<file path="src/rtl/spdif_cs_flags.sv">
module spdif_cs_flags #(
  parameter int FRAMES_PER_BLOCK = 192,
  parameter int MARK_FRAMES      = 32,
  parameter int BYTE_BITS        = 8,
  parameter int LAT_SUB          = 4
) (
  input  logic clk,
  input  logic rst_n,
  input  logic sub_valid,
  input  logic sub_left,
  input  logic blk_start,
  input  logic cs_in,
  input  logic usr_in,
  output logic emph_flag,
  output logic nonaudio_flag,
  output logic blk_mark,
  output logic cs_ser,
  output logic usr_ser
);
  localparam int FW   = $clog2(FRAMES_PER_BLOCK);
  localparam int KEEP = 6;

  logic           left_stb, b_stb, take, last;
  logic [FW-1:0]  fidx, fidx_nxt;
  logic           coll;
  logic [KEEP-1:0] byte0;
  logic [LAT_SUB-1:0] cs_pipe, usr_pipe;
  logic           emph_nxt;

  assign left_stb = sub_valid & sub_left;
  assign b_stb    = left_stb & blk_start;
  assign fidx_nxt = b_stb ? '0 :
                    (fidx == FW'(FRAMES_PER_BLOCK - 1)) ? '0 : fidx + FW'(1);
  assign take     = left_stb & (b_stb | coll);
  assign last     = take & (fidx_nxt == FW'(BYTE_BITS - 1));
  assign emph_nxt = byte0[0] ? (byte0[4:2] == 3'b011) : (byte0[5:3] == 3'b001);

  always_ff @(posedge clk) begin
    if (!rst_n) begin
      fidx          <= '0;
      coll          <= 1'b0;
      byte0         <= '0;
      blk_mark      <= 1'b0;
      emph_flag     <= 1'b0;
      nonaudio_flag <= 1'b0;
      cs_pipe       <= '0;
      usr_pipe      <= '0;
      cs_ser        <= 1'b0;
      usr_ser       <= 1'b0;
    end else begin
      if (left_stb) begin
        fidx <= fidx_nxt;
        if (b_stb)
          blk_mark <= 1'b1;
        else if (fidx_nxt == FW'(MARK_FRAMES))
          blk_mark <= 1'b0;
      end
      if (take) begin
        if (fidx_nxt < FW'(KEEP))
          byte0[fidx_nxt[2:0]] <= cs_in;
        coll <= !last;
        if (last) begin
          emph_flag     <= emph_nxt;
          nonaudio_flag <= byte0[1];
        end
      end
      if (sub_valid) begin
        cs_pipe  <= {cs_pipe[LAT_SUB-2:0], cs_in};
        usr_pipe <= {usr_pipe[LAT_SUB-2:0], usr_in};
        cs_ser   <= cs_pipe[LAT_SUB-1];
        usr_ser  <= usr_pipe[LAT_SUB-1];
      end
    end
  end

  a_r1_reset_quiet: assert property (@(posedge clk)
    !$past(rst_n) |-> !emph_flag && !nonaudio_flag && !blk_mark && !cs_ser && !usr_ser);

  a_r6_flags_hold: assert property (@(posedge clk) disable iff (!rst_n)
    !$past(sub_valid && sub_left) |-> $stable(emph_flag) && $stable(nonaudio_flag));

  a_r7_mark_rise: assert property (@(posedge clk) disable iff (!rst_n)
    $rose(blk_mark) |-> $past(sub_valid && sub_left && blk_start));

  a_r7_mark_fall: assert property (@(posedge clk) disable iff (!rst_n)
    $fell(blk_mark) |-> $past(sub_valid && sub_left && !blk_start));

  a_r10_serial_hold: assert property (@(posedge clk) disable iff (!rst_n)
    !$past(sub_valid) |-> $stable(cs_ser) && $stable(usr_ser) && $stable(blk_mark));

  a_r11_index_range: assert property (@(posedge clk) disable iff (!rst_n)
    fidx < FW'(FRAMES_PER_BLOCK));
endmodule

</file>
<file path="config.mk">
export PLATFORM = sky130hd
export DESIGN_NAME = spdif_cs_flags
export DESIGN_NICKNAME = d
export VERILOG_FILES = /design/src/rtl/spdif_cs_flags.sv
export SDC_FILE = /design/constraint.sdc
export NUM_CORES = 1
export LEC_CHECK = 0
export BUFFER_PORTS_ARGS = -buffer_cell sky130_fd_sc_hd__buf_4
export CAP_MARGIN = 5
export CORE_MARGIN = 4
export CORE_UTILIZATION = 55
export DETAILED_ROUTE_END_ITERATION = 16
export PLACE_DENSITY = 0.85
export SKIP_CTS_REPAIR_TIMING = 1
export SYNTH_ARGS = -nofsm -noshare
export SYNTH_HDL_FRONTEND = slang
export SYNTH_SLANG_ARGS = --single-unit
</file>
<file path="constraint.sdc">
create_clock -name clk -period 2.4 [get_ports clk]
set_input_delay 0.48 -clock clk [delete_from_list [all_inputs] [get_ports clk]]
set_output_delay 0.48 -clock clk [all_outputs]
set_load 0.005 [all_outputs]
</file>
# After elaboration in Yosys (flattened, before gate mapping)
# Index checks and enable logic that the tools add are counted.
[word_totals]
register_bits = 28
inputBits = 7
word_cells = 38
out_inout_bits = 5
[classes]
add_sub_neg = 1
reduce_logical = 6
bitwise = 5
mux = 8
eq_ne = 5
order_cmp = 3
[op_table]
columns = ["cell", "n"]
rows = [
  ["$mux W8", 2],
  ["$add A8 B1 Y8 const B", 1],
  ["$eq A8 B3 Y1 const B", 1],
  ["$eq A8 B6 Y1 const B", 1],
  ["$eq A8 B8 Y1 const B", 1],
  ["$lt A8 B3 Y1 const B", 1],
  ["$bwmux W6", 1],
  ["$reduce_and A2 Y1", 3],
  ["$and A1 B1 Y1", 4],
  ["$lt A3 B4 Y1 const B", 1],
  ["$mux W1", 4],
  ["$demux W1 S3", 1],
  ["$eq A3 B1 Y1 const B", 1],
  ["$eq A3 B2 Y1 const B", 1],
  ["$ge A3 B1 Y1 const B", 1],
  ["$reduce_bool A2 Y1", 1],
  ["$logic_and A1 B1 Y1", 1],
  ["$logic_not A1 Y1", 1],
  ["$or A1 B1 Y1", 1],
]

# Depth between registers and ports, before layout
[depth]
word_depth = 8
mapped_depth = 9
depth_no_buf = 7

# Worst setup path after synthesis
# Ideal clock, no wire load.
[synth_path]
kind = "reg-to-reg"
from = "reg fidx[1]"
to = "reg byte0[0]"
path_stages_with_launch = 9
slack_ns = 0.354
t_required_ns = 2.265
synth_period_minus_slack_ns = 2.046
setup_ns = 0.135
n_path_buf = 1
arrival_time_ns = 1.911
path_cell_list = "dfxtp_1 -> ha_1 -> buf_2 -> and4_4 -> a211oi_2 -> a211oi_4 -> nand2b_4 -> o311ai_0 -> o41ai_1"
[synth_between]
elab_chain_len = 8
elab_cells_between_ends = 12
classes_between = "1 x add/sub; 3 x order compare; 1 x eq/ne; 5 x mux; 2 x reduce/logical"
[synth_lines]
columns = ["element", "line_no", "source"]
rows = [
  ["start: declaration", "24", "logic [FW-1:0] fidx, fidx_nxt;"],
  ["start signal: assignment", "52", "fidx <= fidx_nxt;"],
  ["$add A8 B1 Y8 or $eq A8 B8 Y1 (tied branches)", "33", "(fidx == FW'(FRAMES_PER_BLOCK - 1)) ? '0 : fidx + FW'(1);"],
  ["$mux W8 (*)", "33", ""],
  ["$mux W8 (*)", "32", "assign fidx_nxt = b_stb ? '0 :"],
  ["$lt A3 B4 Y1 (implied by the code) or $ge A3 B1 Y1 (tied branches)", "60", "byte0[fidx_nxt[2:0]] <= cs_in;"],
  ["$logic_and A1 B1 Y1 (implied by the code)", "60", ""],
  ["$mux W1 (implied by the code)", "60", ""],
  ["$demux W1 S3", "60", ""],
  ["$bwmux W6", "60", ""],
  ["end signal: indexed assignment", "60", ""],
  ["end: declaration", "26", "logic [KEEP-1:0] byte0;"],
]
# Every way passes the cells marked *; elsewhere a longest branch is shown, timed or not.
# A chain may end at the register's enable or synchronous reset.

# Worst setup path in the final report
[layout_path]
from = "reg fidx[1]"
to = "reg emph_flag"
[layout_between]
elab_chain_len = 6
elab_cells_between_ends = 7
classes_between = "1 x add/sub; 2 x eq/ne; 2 x mux; 1 x bitwise; 1 x reduce/logical"
[layout_lines]
columns = ["element", "line_no", "source"]
rows = [
  ["$add A8 B1 Y8 or $eq A8 B8 Y1 (tied branches)", "33", ""],
  ["$mux W8 (*)", "33", ""],
  ["$mux W8 (*)", "32", ""],
  ["$eq A8 B3 Y1 (*)", "35", "assign last = take & (fidx_nxt == FW'(BYTE_BITS - 1));"],
  ["$and A1 B1 Y1 (*)", "35", ""],
  ["$reduce_and A2 Y1 (no source line) (*)", "-", ""],
  ["end signal: assignment", "63", "emph_flag <= emph_nxt;"],
  ["end: declaration", "14", "output logic emph_flag,"],
]
# Marked as above.

==> metrics.txt <==
# TYPE chip_impl_metric gauge
chip_impl_info{name="outcome",value="complete, no violations"} 1
chip_impl_metric{name="finalMaxSlewViolations",unit=""} 0
chip_impl_metric{name="synth-async-reset-ratio",unit=""} 0
chip_impl_metric{name="min_period_over_period",unit=""} 0.907
chip_impl_metric{name="die_w",unit="microns"} 59.6
chip_impl_metric{name="n_antenna_cell",unit=""} 0
chip_impl_metric{name="maxCapViolations",unit=""} 0
chip_impl_metric{name="mappedNetlistArea",unit="sq um"} 1460
chip_impl_metric{name="edff_count_synth",unit=""} 0
chip_impl_metric{name="clock-sinks",unit=""} 28
chip_impl_metric{name="synth.mux.area_fraction",unit=""} 0.116
chip_impl_metric{name="clock_buffer_count_from_cts",unit=""} 3
chip_impl_metric{name="power_per_cell_area",unit="nW/um^2"} 543
chip_impl_metric{name="timing.fmax",unit="MHz"} 460
chip_impl_metric{name="synth_largest_type_area_fraction",unit=""} 0.383
chip_impl_info{name="cells_traversed_along_the_worst_timing_path",value="ha_2 > nand4_1 > nor2_1 > nor3_1 > and3b_1 > nand4_1 > mux2i_1"} 1
chip_impl_metric{name="timing.critical_path.buf_inv",unit=""} 0
chip_impl_metric{name="num_vias",unit=""} 1284
chip_impl_metric{name="routed_via_density",unit=""} 6.09
chip_impl_metric{name="wl_met1",unit="mm"} 1.39
chip_impl_metric{name="std_cell_rows",unit=""} 18
chip_impl_metric{name="synth.distinct_cells",unit=""} 44
chip_impl_metric{name="cts-root-to-sink-buffers",unit=""} 2
chip_impl_info{name="yosysTopAreaCell",value="sky130_fd_sc_hd__dfxtp_1"} 1
chip_impl_metric{name="worst-endpoint-required",unit="ps"} 2640
chip_impl_info{name="min_path_type",value="in -> reg"} 1
chip_impl_metric{name="multi_input_gate_area",unit="sq um"} 823
chip_impl_metric{name="clock_insertion_delay_at_the_later_pin_of_the_skew_report",unit="ps"} 340
chip_impl_metric{name="place.gp.congestion",unit=""} 0.883
chip_impl_metric{name="hpwlAfterDp",unit="mm"} 2.34
chip_impl_metric{name="synthSimpleGateAreaFrac",unit=""} 0.262
chip_impl_metric{name="timing.setup.tns",unit="ps"} 0
chip_impl_metric{name="drt_iter0_markers",unit=""} 101
chip_impl_metric{name="worstPathMaxFanout",unit=""} 8
chip_impl_metric{name="synthesis.area_per_instance",unit="sq um"} 8.46
chip_impl_metric{name="timing_hold_violations_final",unit=""} 0
chip_impl_info{name="cts_tree",value="done"} 1
chip_impl_metric{name="grt_pass1_vias",unit=""} 1226
chip_impl_metric{name="wl_met3",unit="microns"} 187
chip_impl_metric{name="syn_inst",unit=""} 173
chip_impl_metric{name="total_leakage_power",unit="nW"} 0.609
chip_impl_metric{name="htree_levels",unit=""} 1
chip_impl_metric{name="die-area",unit="sq um"} 3550
chip_impl_metric{name="routed_wire_length_per_instance",unit="microns"} 15.2
chip_impl_metric{name="final.min_clock_period",unit="ps"} 2180
chip_impl_metric{name="final_layout_size_suffix_gt1_frac",unit=""} 0.155
chip_impl_metric{name="yosysWarnings",unit=""} 0
chip_impl_info{name="layout.cells.most_common",value="sky130_fd_sc_hd__dfxtp_1"} 1
chip_impl_metric{name="finClkSkew",unit="ps"} 12.4
chip_impl_info{name="synth_flop_cell",value="sky130_fd_sc_hd__dfxtp_1"} 1
chip_impl_metric{name="drc",unit=""} 0
chip_impl_info{name="rsz0062_at_grt",value="false"} 1
chip_impl_metric{name="area_growth_syn_to_layout",unit="%"} 9.40
chip_impl_metric{name="finalSetupViolations",unit=""} 0
chip_impl_info{name="highest-signal-layer",value="met4"} 1
chip_impl_metric{name="drt.antenna.violating_nets",unit=""} 0
chip_impl_metric{name="groute.usage.overall",unit=""} 0.207
chip_impl_metric{name="grt.overflow.total",unit=""} 0
chip_impl_metric{name="core-area",unit="sq um"} 2500
chip_impl_metric{name="cp.arrival",unit="ps"} 2420
chip_impl_metric{name="fill_cell_count",unit=""} 212
chip_impl_info{name="library_cell_appearing_most_often_on_the_critical_path",value="sky130_fd_sc_hd__nand4_1"} 1
chip_impl_info{name="worst_setup_path_end_kind",value="flip-flop"} 1
chip_impl_metric{name="tightest_slew",unit="ps"} 477
chip_impl_metric{name="final_net_count",unit=""} 190
chip_impl_metric{name="sequential_to_total_area_share_from_yosys_stat",unit=""} 0.383
chip_impl_metric{name="dieHeight",unit="microns"} 59.6
chip_impl_metric{name="buffer_ports.inserted",unit=""} 11
chip_impl_metric{name="final-seq-area",unit="sq um"} 561
chip_impl_metric{name="initial_utilization",unit=""} 0.586
chip_impl_info{name="most-common-layout-cells",value="sky130_fd_sc_hd__dfxtp_1 (28), sky130_fd_sc_hd__nor2_1 (25), sky130_fd_sc_hd__mux2i_1 (17)"} 1
chip_impl_metric{name="antenna_found_initial",unit=""} 0
chip_impl_metric{name="slew_headroom",unit=""} 0.680
chip_impl_metric{name="synth_adder_area_share",unit=""} 0.00855
chip_impl_metric{name="synthesized_area_fraction_occupied_by_ao_oa_aoi_and_oai_cells",unit=""} 0.156
chip_impl_info{name="cp_slowest_cell",value="sky130_fd_sc_hd__dfxtp_1"} 1
chip_impl_metric{name="total_nets_after_synthesis",unit=""} 181
chip_impl_metric{name="flip_flop_and_latch_count_after_synthesis",unit=""} 28
chip_impl_metric{name="yosys.area_share.xor_xnor",unit=""} 0.0179
chip_impl_metric{name="ios",unit=""} 12
chip_impl_info{name="cp-start-kind",value="flip-flop"} 1
chip_impl_metric{name="peakVddDrop",unit="V"} 0.000505
chip_impl_metric{name="global_route_wire_length_before_repair",unit="mm"} 5.48
chip_impl_metric{name="critPathMaxStageDelay",unit="ps"} 490
chip_impl_info{name="cpLargestDelayFamily",value="simple AND/OR/NAND/NOR gates"} 1
chip_impl_info{name="cts.root.buffer_cell",value="sky130_fd_sc_hd__clkbuf_4"} 1
chip_impl_metric{name="grt_start_max_net_pins",unit=""} 19
chip_impl_info{name="synth_top_family_by_area",value="simple AND/OR/NAND/NOR gates"} 1
chip_impl_metric{name="clk_pin_slew_worst_paths",unit="ps"} 150
chip_impl_info{name="timing_worst_setup_path_type",value="reg -> reg"} 1
chip_impl_metric{name="postRouteWirelength",unit="mm"} 3.21
chip_impl_info{name="largest_cells_by_area_after_synthesis",value="sky130_fd_sc_hd__dfxtp_1 (38%), sky130_fd_sc_hd__mux2i_1 (12%), sky130_fd_sc_hd__nor2_1 (6.4%), sky130_fd_sc_hd__nand2_1 (4.1%), sky130_fd_sc_hd__nand4_1 (3.8%)"} 1
chip_impl_metric{name="met2WireLength",unit="mm"} 1.56
chip_impl_metric{name="utilization",unit=""} 0.641
chip_impl_metric{name="first_pass_iters",unit=""} 4
worst reg2reg max path: cells and delay by family, from the launching register on:
| family | cells | cell delay, ps |
|---|---|---|
| adder cells (fa/ha/maj) | 1 | 310 |
| flip-flops | 1 | 490 |
| multiplexers | 1 | 160 |
| AND/OR/NAND/NOR | 5 | 1110 |
path summary, 6_finish.rpt:
| kind | cells after the start | endpoint | slack, ps | from |
|---|---|---|---|---|
| setup reg to reg | 7 | emph_flag | 220 | fidx[1] |
| hold reg to reg | 2 | nonaudio_flag | 470 | nonaudio_flag |
| setup / recovery | 7 | emph_flag | 220 | fidx[1] |
| hold / removal | 3 | usr_pipe[0] | 380 | usr_in |
cells in the mapped netlist (all sizes together), types with 2 or more instances:
| master | count |
|---|---|
| or3 | 2 |
| nor2 | 25 |
| o21ai | 11 |
| nand3 | 3 |
| a21oi | 11 |
| clkbuf | 3 |
| a211oi | 2 |
| inv | 3 |
| nor3 | 6 |
| nand3b | 2 |
| nand2 | 16 |
| nor4 | 2 |
| and3 | 2 |
| xnor2 | 2 |
| mux2i | 17 |
| dfxtp | 28 |
| buf | 8 |
| nor2b | 2 |
| nand4 | 9 |
where the power goes:
group | switching (mW) | total [mW] | leakage (nW) | internal (mW)
clock | 0.144 | 0.313 | 0.0279 | 0.169
sequential | 0.00489 | 0.478 | 0.227 | 0.473
combinational | 0.0476 | 0.0780 | 0.354 | 0.0304
total | 0.196 | 0.869 | 0.609 | 0.673
state kept, by name, summed over array words and instances (netlist names):
register       count
usr_pipe           4
blk_mark           1
emph_flag          1
byte0              6
fidx               8
cs_pipe            4
nonaudio_flag      1
coll               1
usr_ser            1
cs_ser             1
cell families after synthesis:
kind of cell,after synthesis
DFF,28
muxes,17
xor gates and xnor gates,3
buffers and inverters,15
adders and majority gates,1
AOI/OAI and AO/OA,34
and+or+nand+nor,75
per-layer routing:
metal | vias up | track usage
met5 | - | 0
met4 | 0 | 0.108
met3 | 7 | 0.0436
met2 | 42 | 0.318
met1 | 597 | 0.271
li1 | 638 | -
layout make-up:
class | count | share of cell area
clock buffers | 3 | 0.0141
clock inverters | 1 | 0.0187
inverters | 4 | 0.00937
multi-input cells | 130 | 0.514
flip-flops and latches | 28 | 0.350
well taps | 30 | 0.0234
repair buffers | 15 | 0.0703
stage by stage:
stage	hold WS, ps	cell area [sq um]	power [mW]	setup WS [ps]	std cells
final	384	1600	0.869	224	211
after global routing	419	1600	0.901	67.0	211
after CTS	374	1600	0.875	201	211
after detailed placement	453	1550	0.565	232	207
after global placement	443	1550	0.561	355	207
after floorplan	433	1460	0.544	354	173
(Power assumes the default switching activity.)
